--- config.mk ---
export PLATFORM = sky130hd
export DESIGN_NAME = seg_addr_gen
export DESIGN_NICKNAME = d
export VERILOG_FILES = /design/src/rtl/seg_addr_pkg.sv /design/src/rtl/seg_base_regs.sv /design/src/rtl/seg_addr_calc.sv /design/src/rtl/seg_addr_gen.sv
export SDC_FILE = /design/constraint.sdc
export NUM_CORES = 1
export LEC_CHECK = 0
export BUFFER_PORTS_ARGS = -buffer_cell sky130_fd_sc_hd__buf_2
export CORE_UTILIZATION = 45
export DETAILED_ROUTE_END_ITERATION = 10
export PLACE_DENSITY = 0.68
export SYNTH_ARGS = -nofsm -noshare
export SYNTH_HDL_FRONTEND = slang
export SYNTH_SLANG_ARGS = --single-unit
--- constraint.sdc ---
create_clock -name clk -period 5.1 [get_ports clk]
set_clock_uncertainty 0.1 [all_clocks]
set_input_delay 0.765 -clock clk [delete_from_list [all_inputs] [get_ports clk]]
set_output_delay 0.765 -clock clk [all_outputs]
set_load 0.02 [all_outputs]
--- src/rtl/seg_addr_pkg.sv ---
package seg_addr_pkg;
    typedef enum logic [1:0] {
        SEG_EXTRA = 2'b00,
        SEG_CODE  = 2'b01,
        SEG_STACK = 2'b10,
        SEG_DATA  = 2'b11
    } seg_sel_e;

    typedef enum logic {
        ST_IDLE = 1'b0,
        ST_OUT  = 1'b1
    } out_state_e;
endpackage

--- src/rtl/seg_base_regs.sv ---
module seg_base_regs #(
    parameter int SEG_W = 16,
    parameter int NSEG  = 4,
    localparam int SEL_W = $clog2(NSEG)
) (
    input  logic                       clk,
    input  logic                       rst_n,
    input  logic                       wr_en,
    input  logic [SEL_W-1:0]           wr_sel,
    input  logic [SEG_W-1:0]           wr_data,
    output logic [NSEG-1:0][SEG_W-1:0] seg_q
);
    for (genvar g = 0; g < NSEG; g++) begin : g_seg
        always_ff @(posedge clk) begin
            if (!rst_n)
                seg_q[g] <= '0;
            else if (wr_en && (wr_sel == SEL_W'(g)))
                seg_q[g] <= wr_data;
        end

        AST_WRITE_LANDS: assert property (@(posedge clk) disable iff (!rst_n)
            (wr_en && wr_sel == SEL_W'(g)) |=> (seg_q[g] == $past(wr_data)));
        AST_OTHERS_KEEP: assert property (@(posedge clk) disable iff (!rst_n)
            !(wr_en && wr_sel == SEL_W'(g)) |=> $stable(seg_q[g]));
    end
endmodule

--- src/rtl/seg_addr_calc.sv ---
module seg_addr_calc
    import seg_addr_pkg::*;
#(
    parameter int SEG_W = 16,
    parameter int OFF_W = 16,
    parameter int PA_W  = 20,
    localparam int SHIFT = PA_W - SEG_W
) (
    input  logic [3:0][SEG_W-1:0] seg_q,
    input  logic [1:0]            sel,
    input  logic                  use_dflt,
    input  logic                  use_bp,
    input  logic [OFF_W-1:0]      offset,
    input  logic [OFF_W-1:0]      ptr_ip,
    input  logic [OFF_W-1:0]      ptr_sp,
    input  logic [OFF_W-1:0]      ptr_bp,
    input  logic [OFF_W-1:0]      ptr_si,
    input  logic [OFF_W-1:0]      ptr_di,
    output logic [PA_W-1:0]       pa
);
    logic [OFF_W-1:0] dflt_off;
    logic [OFF_W-1:0] eff_off;
    logic [PA_W-1:0]  base;

    always_comb begin
        unique case (seg_sel_e'(sel))
            SEG_CODE:  dflt_off = ptr_ip;
            SEG_STACK: dflt_off = use_bp ? ptr_bp : ptr_sp;
            SEG_DATA:  dflt_off = ptr_si;
            SEG_EXTRA: dflt_off = ptr_di;
            default:   dflt_off = '0;
        endcase
    end

    assign eff_off = use_dflt ? dflt_off : offset;
    assign base    = {seg_q[sel], {SHIFT{1'b0}}};
    assign pa      = base + {{(PA_W-OFF_W){1'b0}}, eff_off};
endmodule

--- src/rtl/seg_addr_gen.sv ---
module seg_addr_gen
    import seg_addr_pkg::*;
#(
    parameter int SEG_W = 16,
    parameter int OFF_W = 16,
    parameter int PA_W  = 20
) (
    input  logic             clk,
    input  logic             rst_n,
    input  logic             seg_wr_en,
    input  logic [1:0]       seg_wr_sel,
    input  logic [SEG_W-1:0] seg_wr_data,
    input  logic             req_valid,
    input  logic [1:0]       req_sel,
    input  logic             req_use_dflt,
    input  logic             req_use_bp,
    input  logic [OFF_W-1:0] req_offset,
    input  logic [OFF_W-1:0] ptr_ip,
    input  logic [OFF_W-1:0] ptr_sp,
    input  logic [OFF_W-1:0] ptr_bp,
    input  logic [OFF_W-1:0] ptr_si,
    input  logic [OFF_W-1:0] ptr_di,
    output logic             pa_valid,
    output logic [PA_W-1:0]  pa_addr
);
    logic [3:0][SEG_W-1:0] seg_q;
    logic [PA_W-1:0]       pa_next;
    out_state_e            state_q, state_d;
    logic [PA_W-1:0]       addr_q;

    seg_base_regs #(.SEG_W(SEG_W), .NSEG(4)) u_regs (
        .clk     (clk),
        .rst_n   (rst_n),
        .wr_en   (seg_wr_en),
        .wr_sel  (seg_wr_sel),
        .wr_data (seg_wr_data),
        .seg_q   (seg_q)
    );

    seg_addr_calc #(.SEG_W(SEG_W), .OFF_W(OFF_W), .PA_W(PA_W)) u_calc (
        .seg_q    (seg_q),
        .sel      (req_sel),
        .use_dflt (req_use_dflt),
        .use_bp   (req_use_bp),
        .offset   (req_offset),
        .ptr_ip   (ptr_ip),
        .ptr_sp   (ptr_sp),
        .ptr_bp   (ptr_bp),
        .ptr_si   (ptr_si),
        .ptr_di   (ptr_di),
        .pa       (pa_next)
    );

    always_ff @(posedge clk) begin
        if (!rst_n)
            state_q <= ST_IDLE;
        else
            state_q <= state_d;
    end

    always_comb begin
        unique case (state_q)
            ST_IDLE: state_d = req_valid ? ST_OUT : ST_IDLE;
            ST_OUT:  state_d = req_valid ? ST_OUT : ST_IDLE;
            default: state_d = ST_IDLE;
        endcase
    end

    always_ff @(posedge clk) begin
        if (!rst_n)
            addr_q <= '0;
        else if (req_valid)
            addr_q <= pa_next;
    end

    assign pa_valid = (state_q == ST_OUT);
    assign pa_addr  = addr_q;

    AST_VALID_AFTER_REQ: assert property (@(posedge clk) disable iff (!rst_n)
        req_valid |=> pa_valid);
    AST_IDLE_NO_VALID: assert property (@(posedge clk) disable iff (!rst_n)
        !req_valid |=> !pa_valid);
    AST_IDLE_ADDR_HOLD: assert property (@(posedge clk) disable iff (!rst_n)
        !req_valid |=> $stable(pa_addr));
    AST_LOW_NIBBLE: assert property (@(posedge clk) disable iff (!rst_n)
        (req_valid && !req_use_dflt) |=> (pa_addr[3:0] == $past(req_offset[3:0])));
endmodule

Word-level counts from Yosys, hierarchy flattened
Index checks and enable logic that the tools add are counted.

Add/sub/neg operators: 1. Magnitude comparators: 1. Eq/ne operators: 6. Muxes and demuxes: 6. Reduce and logical (&&, ||, !) cells: 6.

Operators with widths (count): case mux 16 bit (4 select lines) (1); 2-to-1 mux 16 bit (3); binary-select mux 16 bit (select 2 bit) (1); adder 20 x 16 -> 20 bit (1); == test 2 bit (second input constant) (4); == test 2 x 1 -> 1 bit (second input constant) (2); logical AND 1 bit (4); logical NOT 2 bit (2); less-than comparator 2 x 3 -> 1 bit (second input constant) (1); 2-to-1 mux 1 bit (1).

Register bits: 85. Input port bits: 122. Word-level logic and storage cells: 26.

Depth between registers and ports, before layout
Gate-level depths: netlist of run 1.

Word-level depth: 4. Depth in mapped cells: 13. Depth with buffers taken out: 11.

By module
Synthesis of run 1 repeated with hierarchy kept, for this count alone.

Cells, all modules: 453. Area, all modules: 5034.8 µm².

By module, submodules not included: seg_base_regs (times used 1, cells each 228, area an instance 2368.5 µm², seq. area each 1281.2 µm²); seg_addr_calc (times used 1, cells each 158, area an instance 1855.5 µm², seq. area each 0.0 µm²); seg_addr_gen (times used 1, cells each 67, area an instance 810.8 µm², seq. area each 420.4 µm²).

Least setup slack after synthesis of run 1
No wires, ideal clock.

Kind: input-to-reg. Start point: in req_sel[0]. End point: reg addr_q[18] (netlist: pa_addr[18]). Library setup time: 0.078 ns. Arrival time: 3.663 ns. Setup slack: 1.259 ns. Cell stages on the path: 13. Buffers on the path: 3. Cell sequence: buf_2 > buf_2 > buf_2 > mux4_2 > mux2_2 > ha_1 > fa_1 > a211oi_1 > o21bai_1 > nor3_1 > o41ai_2 > and4_1 > nor3_1.

Cells in the longest elaborated chain, start to end: 4.

Ends and longest elaborated chain: from (decl) (RTL line seg_addr_gen.sv:14) `input logic [1:0] req_sel,`; == test 2 bit (tied with other cells) (RTL line seg_addr_calc.sv:26) `unique case (seg_sel_e'(sel))`; case mux 16 bit (4 select lines) (RTL line seg_addr_calc.sv:26); 2-to-1 mux 16 bit (RTL line seg_addr_calc.sv:35) `assign eff_off = use_dflt ? dflt_off : offset;`; adder 20 x 16 -> 20 bit * (RTL line seg_addr_calc.sv:37) `assign pa = base + {{(PA_W-OFF_W){1'b0}}, eff_off};`; to (signal assigned) (RTL line seg_addr_gen.sv:73) `addr_q <= pa_next;`; to (decl) (RTL line seg_addr_gen.sv:29) `logic [PA_W-1:0] addr_q;`.

Mark *: on every way between the ends. The rest lies on a longest branch, timed or not. The select of a mux whose other input is x is not followed. A chain may end at the register's enable or synchronous reset.

Final worst setup path of run 1
Start point: in req_use_bp. End point: reg addr_q[18] (netlist: pa_addr[18]).

Cells in the longest elaborated chain, start to end: 4.

Ends and longest elaborated chain: from (decl) (RTL line seg_addr_gen.sv:16) `input logic req_use_bp,`; 2-to-1 mux 16 bit (RTL line seg_addr_calc.sv:28) `SEG_STACK: dflt_off = use_bp ? ptr_bp : ptr_sp;`; case mux 16 bit (4 select lines) (RTL line seg_addr_calc.sv:26); 2-to-1 mux 16 bit (RTL line seg_addr_calc.sv:35); adder 20 x 16 -> 20 bit (RTL line seg_addr_calc.sv:37).

Every way passes these cells.

==> metrics.md, run 1 <==
| Metric | Value |
|---|---|
| Bufs on Longest Clock Path | 2 |
| Req. time, crit path | 5.29 ns |
| Post-synth EDFFs | 0 |
| Top cells by area, synth | dfxtp_1 (36%), mux4_2 (15%), nand2_1 (11%) |
| Synth top cells by count | nand2_1 (139), dfxtp_1 (85), a21oi_1 (74) |
| Hold Vio Cnt, Final | 0 |
| Full die area | 10900 sq um |
| Drt initial violations | 229 |
| I/O Pins | 143 |
| H-tree depth | 3 |
| Starting Density | 47.3% |
| Peak supply drop | 0.000129 V |
| Maximum number of pins on one net before global-route repair | 63 |
| Setup violations, final | 0 |
| CTS sink count | 85 |
| Fin. max-slew vios | 0 |
| Via count | 4153 |
| Post-route insts no fill | 770 |
| Post-DRT Antenna Nets | 0 |
| Nets | 768 |
| Status | finished clean |
| Die W | 104 microns |
| Number of distinct library cells after synthesis | 47 |
| DR DRC count | 0 |
| Core Box Area | 9950 sq um |
| Wirelength, routed | 12600 microns |
| Row count | 36 |
| Number of global-route vias before repair | 4197 |
| Crit end category | flip-flop |
| Fraction of registers with async set/reset | 0% |
| Clock tree root buffer cell | clkbuf_8 |
| Routed WL per cell | 16.3 microns |
| Worst skew pair latency | 0.36 ns |
| Setup bufs post-CTS | 0 |
| Primary FF master, synth | dfxtp_1 |
| Fmax | 0.256 GHz |
| Final GP Congestion | 0.853 |
| Die extent in y | 104 microns |
| Slew headroom | 15.6% |
| CTS Hold Bufs | 0 |
| First-pass GRT wire length | 20800 microns |
| Synth top area share | 36.2% |
| Crit path DAT | 4.10 ns |
| GRT Util Overall | 24.2% |
| HP Class | reg2reg |
| RSZ-0062 raised after global routing | no |
| Avg Synthesized Cell Area | 9.23 sq um |
| Post-Synthesis Cells | 510 |
| Sequential area share after synthesis | 36.2% |
| Cts bufs inserted | 9 |
| Dpl cells | 755 |
| DPL Wire Length | 9320 microns |
| Yosys top cell by area | dfxtp_1 |
| Initial antenna violation count | 0 |
| Ys Warns | 0 |
| CTS tree | done |
| Mapped cell area | 4710 sq um |
| Port-buffer cells | 142 |
| Number of synthesized register bits | 85 |
| Period utilization | 76.6% |
| Area growth syn-to-layout | 19.9% |
| Setup_tns | 0 ns |
| CP Max Fanout | 16 |
| Critical path startpoint | req_use_bp |
| Max_cap viols | 0 |
| Clock transition at the registers of the reported paths | 0.09 ns |
| Hold_sp | u_regs.seg_q[62] |
| Startpoint Class | input pin |
| Final critical-path required period | 3.91 ns |
| Syn Nets | 645 |
| Slew @ Worst Pin | 1.26 ns |
| Drt first pass iters | 4 |
| Final core occ | 56.7% |
| Total grt overflow | 0 |
| Most frequent cell after synthesis | nand2_1 |
| CTS resizes | 0 |
| Kind of critical path | in2reg |
| Share of cells above drive strength 1 | 35.5% |
| Average vias per placed instance | 5.39 |
| Leakage power | 2.32 nW |
| Pwr Density | 259 nW/um^2 |
| Inserted Diodes | 0 |
| R2r startpoint | u_regs.seg_q[48] |
==> critical path, stage by stage <==
cell and delay [ns]:
buf_2 0.37, mux2_1 0.37, mux4_2 0.46, mux2_2 0.28, ha_1 0.22, fa_1 0.43, a211oi_1 0.25, o21bai_1 0.13
nor3_1 0.29, o41ai_2 0.17, and4_1 0.21, nor3_1 0.15
==> metal layers <==
layer / GRT usage (%) / wire [microns]
met5: 0 / 0
met4: 8.78 / 176
met3: 3.63 / 904
met2: 41.4 / 6110
met1: 30.7 / 5390
==> final timing paths <==
path,slack [ns],cells after the start,to
hold / removal,0.35,2,u_regs.seg_q[62]
setup / recovery,1.19,12,pa_addr[18]
setup reg to reg,2.22,9,pa_addr[18]
hold reg to reg,0.35,2,u_regs.seg_q[62]
==> flip-flops by register name, indices dropped and copies added (netlist names) <==
name	cells
u_regs.seg_q	64
pa_addr	20
pa_valid	1
==> power by group <==
| group | switching (mW) | internal (mW) | leakage (nW) | total (mW) |
|---|---|---|---|---|
| clock network | 0.239 | 0.201 | 0.0884 | 0.440 |
| logic | 0.162 | 0.148 | 1.54 | 0.310 |
| registers | 0.0156 | 0.694 | 0.693 | 0.709 |
| total | 0.416 | 1.04 | 2.32 | 1.46 |
==> area by class of cell <==
cell class / instances / area (sq um)
Fill cell: 909 / 4310
Tap cell: 133 / 166
Multi-Input combinational cell: 387 / 2840
Clock inverter: 3 / 21.3
Clock buffer: 12 / 155
Inverter: 2 / 7.51
Timing Repair Buffer: 148 / 756
Sequential cell: 85 / 1700
==> layout by cell type (no fill, tap or decap), types with 2 or more instances in the layout <==
| cell type | count |
|---|---|
| nor2_1 | 22 |
| and4_1 | 2 |
| mux2i_1 | 12 |
| mux2_2 | 19 |
| nor3_1 | 3 |
| a21o_1 | 2 |
| buf_2 | 142 |
| mux2_4 | 4 |
| o21bai_1 | 2 |
| dfxtp_1 | 85 |
| o21ai_0 | 9 |
| nand2_1 | 139 |
| ha_1 | 12 |
| buf_4 | 6 |
| nand3b_1 | 5 |
| xnor2_1 | 6 |
| mux4_2 | 32 |
| o211ai_1 | 4 |
| nand3_1 | 3 |
| nor2b_1 | 2 |
| clkbuf_8 | 11 |
| mux2_1 | 10 |
| a211oi_1 | 4 |
| a21oi_1 | 74 |
| nand4b_1 | 3 |
==> logic make-up (layout without fill, tap and decap cells) <==
family,Yosys count,after routing,share of synthesized area [%]
AND/OR/NAND/NOR,187,187,16.8
AO/OA/AOI/OAI,103,103,12.4
flip-flops,85,85,36.2
multiplexers,77,77,26.1
buffers and inverters,38,165,3.59
adder cells (fa/ha/maj),13,13,3.62
XOR/XNOR,7,7,1.30
==> through the flow <==
step | total power, mW | setup WS, ns | cell area, sq um | hold slack, ns
2_1_floorplan | 0.926 | 1.26 | 4710 | 0.333
3_3_place_gp | 1.03 | 0.908 | 5470 | 0.338
3_5_place_dp | 1.04 | 0.836 | 5470 | 0.343
4_1_cts | 1.47 | 1.21 | 5640 | 0.355
5_1_grt | 1.53 | 1.03 | 5640 | 0.372
6_report | 1.46 | 1.19 | 5640 | 0.353
(Power assumes the default switching activity.)
==> run 2, diff against run 1 <==
- PLACE_DENSITY: 0.68 -> 0.71
- clock period: 5.1 -> 3.4 ns (I/O delays scaled with it)
==> run 2 against run 1 <==
  * Critical path depth shrank 1
  * Power grew 58%
  * Setup slack lost 1.0 ns
  * Non-clock buffer count grew 21
  * Critical path type unchanged
==> metrics.md, run 2 (synthesis gave the netlist of run 1 again) <==
| Metric | Value |
|---|---|
| Sw Ratio | 28.5% |
| Slew headroom | 47.3% |
| Routed WL per cell | 16.4 microns |
| CP max stage delay | 0.44 ns |
| Req. time, crit path | 3.58 ns |
| Status | finished clean |
| CP cell instances | clkbuf_4, mux2_1, mux4_2, mux2_2, ha_1, and4_1, o21a_1, a21oi_2, a21oi_2, mux2_2, o22ai_1 |
| Cts bufs inserted | 9 |
| Startpoint Class | input pin |
| Crit end category | flip-flop |
| H-tree depth | 3 |
| Critical path startpoint | req_use_bp |
| Top reg by flops | u_regs.seg_q |
| Placed cell area | 5710 sq um |
| DR DRC count | 0 |
| Highest routed layer | met4 |
| Gate power share | 22.4% |
| Commonest non-fill, non-tap cell in the layout | buf_2 |
| Kind of critical path | in2reg |
| Die W | 104 microns |
| Slew @ Worst Pin | 0.787 ns |
| CP Max Fanout | 11 |
| Average vias per placed instance | 5.43 |
| Sequential power share | 46.2% |
| Fillers | 877 |
| Maximum number of pins on one net before global-route repair | 42 |
| Peak supply drop | 0.000260 V |
| Full die area | 10900 sq um |
| Clock Power Share | 31.4% |
| Drt initial violations | 260 |
| Worst skew pair latency | 0.36 ns |
| Core Box Area | 9950 sq um |
| Hold Vio Cnt, Final | 0 |
| DPL Wire Length | 9450 microns |
| Met2 routed WL | 6430 microns |
| Metal3 WL | 775 microns |
| Fin. max-slew vios | 0 |
| Setup bufs post-CTS | 0 |
| Setup_tns | 0 ns |
| RSZ-0062 raised after global routing | no |
| Setup violations, final | 0 |
| Wirelength, routed | 13000 microns |
| Final GP Congestion | 0.879 |
| Leakage power | 2.46 nW |
| R2r startpoint | u_regs.seg_q[48] |
| Sw Pwr | 656 uW |
| Via count | 4298 |
| Period utilization | 94.3% |
| CTS tree | done |
| Total grt overflow | 0 |
| Nets | 789 |
| Pwr Density | 389 nW/um^2 |
| Post-DRT Antenna Nets | 0 |
| Buffers plus inverters on the worst setup path | 1 |
| Port-buffer cells | 142 |
| Critical Path Slowest Stage Cell | mux4_2 |
| I/O Pins | 143 |
| Initial antenna violation count | 0 |
| Most frequent cells in the layout | buf_2 (141), nand2_1 (139), dfxtp_1 (85) |
| Crit path DAT | 3.39 ns |
| Area growth syn-to-layout | 25.7% |
| Inserted Diodes | 0 |
| Final critical-path required period | 3.21 ns |
| Delay-heaviest family, CP | multiplexers |
| Bufs on Longest Clock Path | 2 |
| Design Area, Final | 5910 sq um |
| Fmax | 0.312 GHz |
| Row count | 36 |
| First-pass GRT wire length | 21200 microns |
| Die extent in y | 104 microns |
| Hold_sp | seg_wr_data[4] |
| Internal Power | 1.64 mW |
| Starting Density | 47.3% |
| Share of cells above drive strength 1 | 38.7% |
| Drt first pass iters | 4 |
| GRT Util Overall | 24.8% |
| Number of global-route vias before repair | 4414 |
| Clock transition at the registers of the reported paths | 0.09 ns |
| HP Class | in2reg |
| Wl on met1 | 5490 microns |
| Max_cap viols | 0 |
| Clock tree root buffer cell | clkbuf_8 |
| Final core occ | 59.4% |
| Max FFs per register | 64 |
| CTS sink count | 85 |
run 2: cell types whose count changed in the layout (fill, tap and decap cells not counted), sizes merged:
cell,delta
buf,+20
inv,+3
clkinv,-1
clkbuf,-1
bufinv,+1
run 2: per-layer routing:
layer | up-vias | global-route usage, %
li1 | 2094 | -
met1 | 2012 | 31.1
met2 | 168 | 42.7
met3 | 24 | 4.95
met4 | 0 | 7.55
met5 | - | 0
run 2: area by class of cell:
class                   instances  area, sq um  area share, %
flip-flops and latches         85         1700           28.8
repair buffers                169          966           16.3
clock buffers                  10          128           2.16
well taps                     133          166           2.81
multi-input cells             387         2880           48.6
inverters                       2         7.51          0.127
clock inverters                 6         68.8           1.16
run 2: per-stage QoR:
stage          worst slack [ns]  hold WS [ns]  std cells  total power [mW]
2_1_floorplan           -0.0149         0.333        510              1.40
3_3_place_gp             -0.125         0.338        776              1.58
3_5_place_dp             -0.251         0.346        776              1.60
4_1_cts                   0.111         0.300        792              2.33
5_1_grt                  0.0577         0.308        792              2.41
6_report                  0.192         0.314        792              2.30
run 2: worst paths after layout:
kind	to	slack (ns)	cells after the start
hold reg to reg	u_regs.seg_q[10]	0.36	2
hold / removal	u_regs.seg_q[52]	0.31	3
setup reg to reg	pa_addr[18]	0.82	9
setup / recovery	pa_addr[17]	0.19	11
run 2: worst reg2reg max path, stage by stage, from the launching register on:
cell and delay [ns]:
dfxtp_1 0.32, mux4_2 0.53, ha_4 0.20, fa_2 0.37, a211oi_2 0.18, o21bai_1 0.12, nor3_2 0.24, o41ai_2 0.13
and4_1 0.20, nor3_1 0.15
run 2: power groups by stage:
stage / clock network, mW / logic (mW) / registers [mW]
finish: 0.722 / 0.515 / 1.06
floorplan: 0 / 0.289 / 1.11
global placement: 0 / 0.500 / 1.08
detailed placement: 0 / 0.514 / 1.09
global route: 0.781 / 0.563 / 1.07
CTS: 0.746 / 0.517 / 1.06
run 2: repair_timing:
action / 4_1_cts / 5_1_grt
setup endpoints to repair: 0 / 3
hold buffers: 0 / 0
resized for setup: 0 / 3
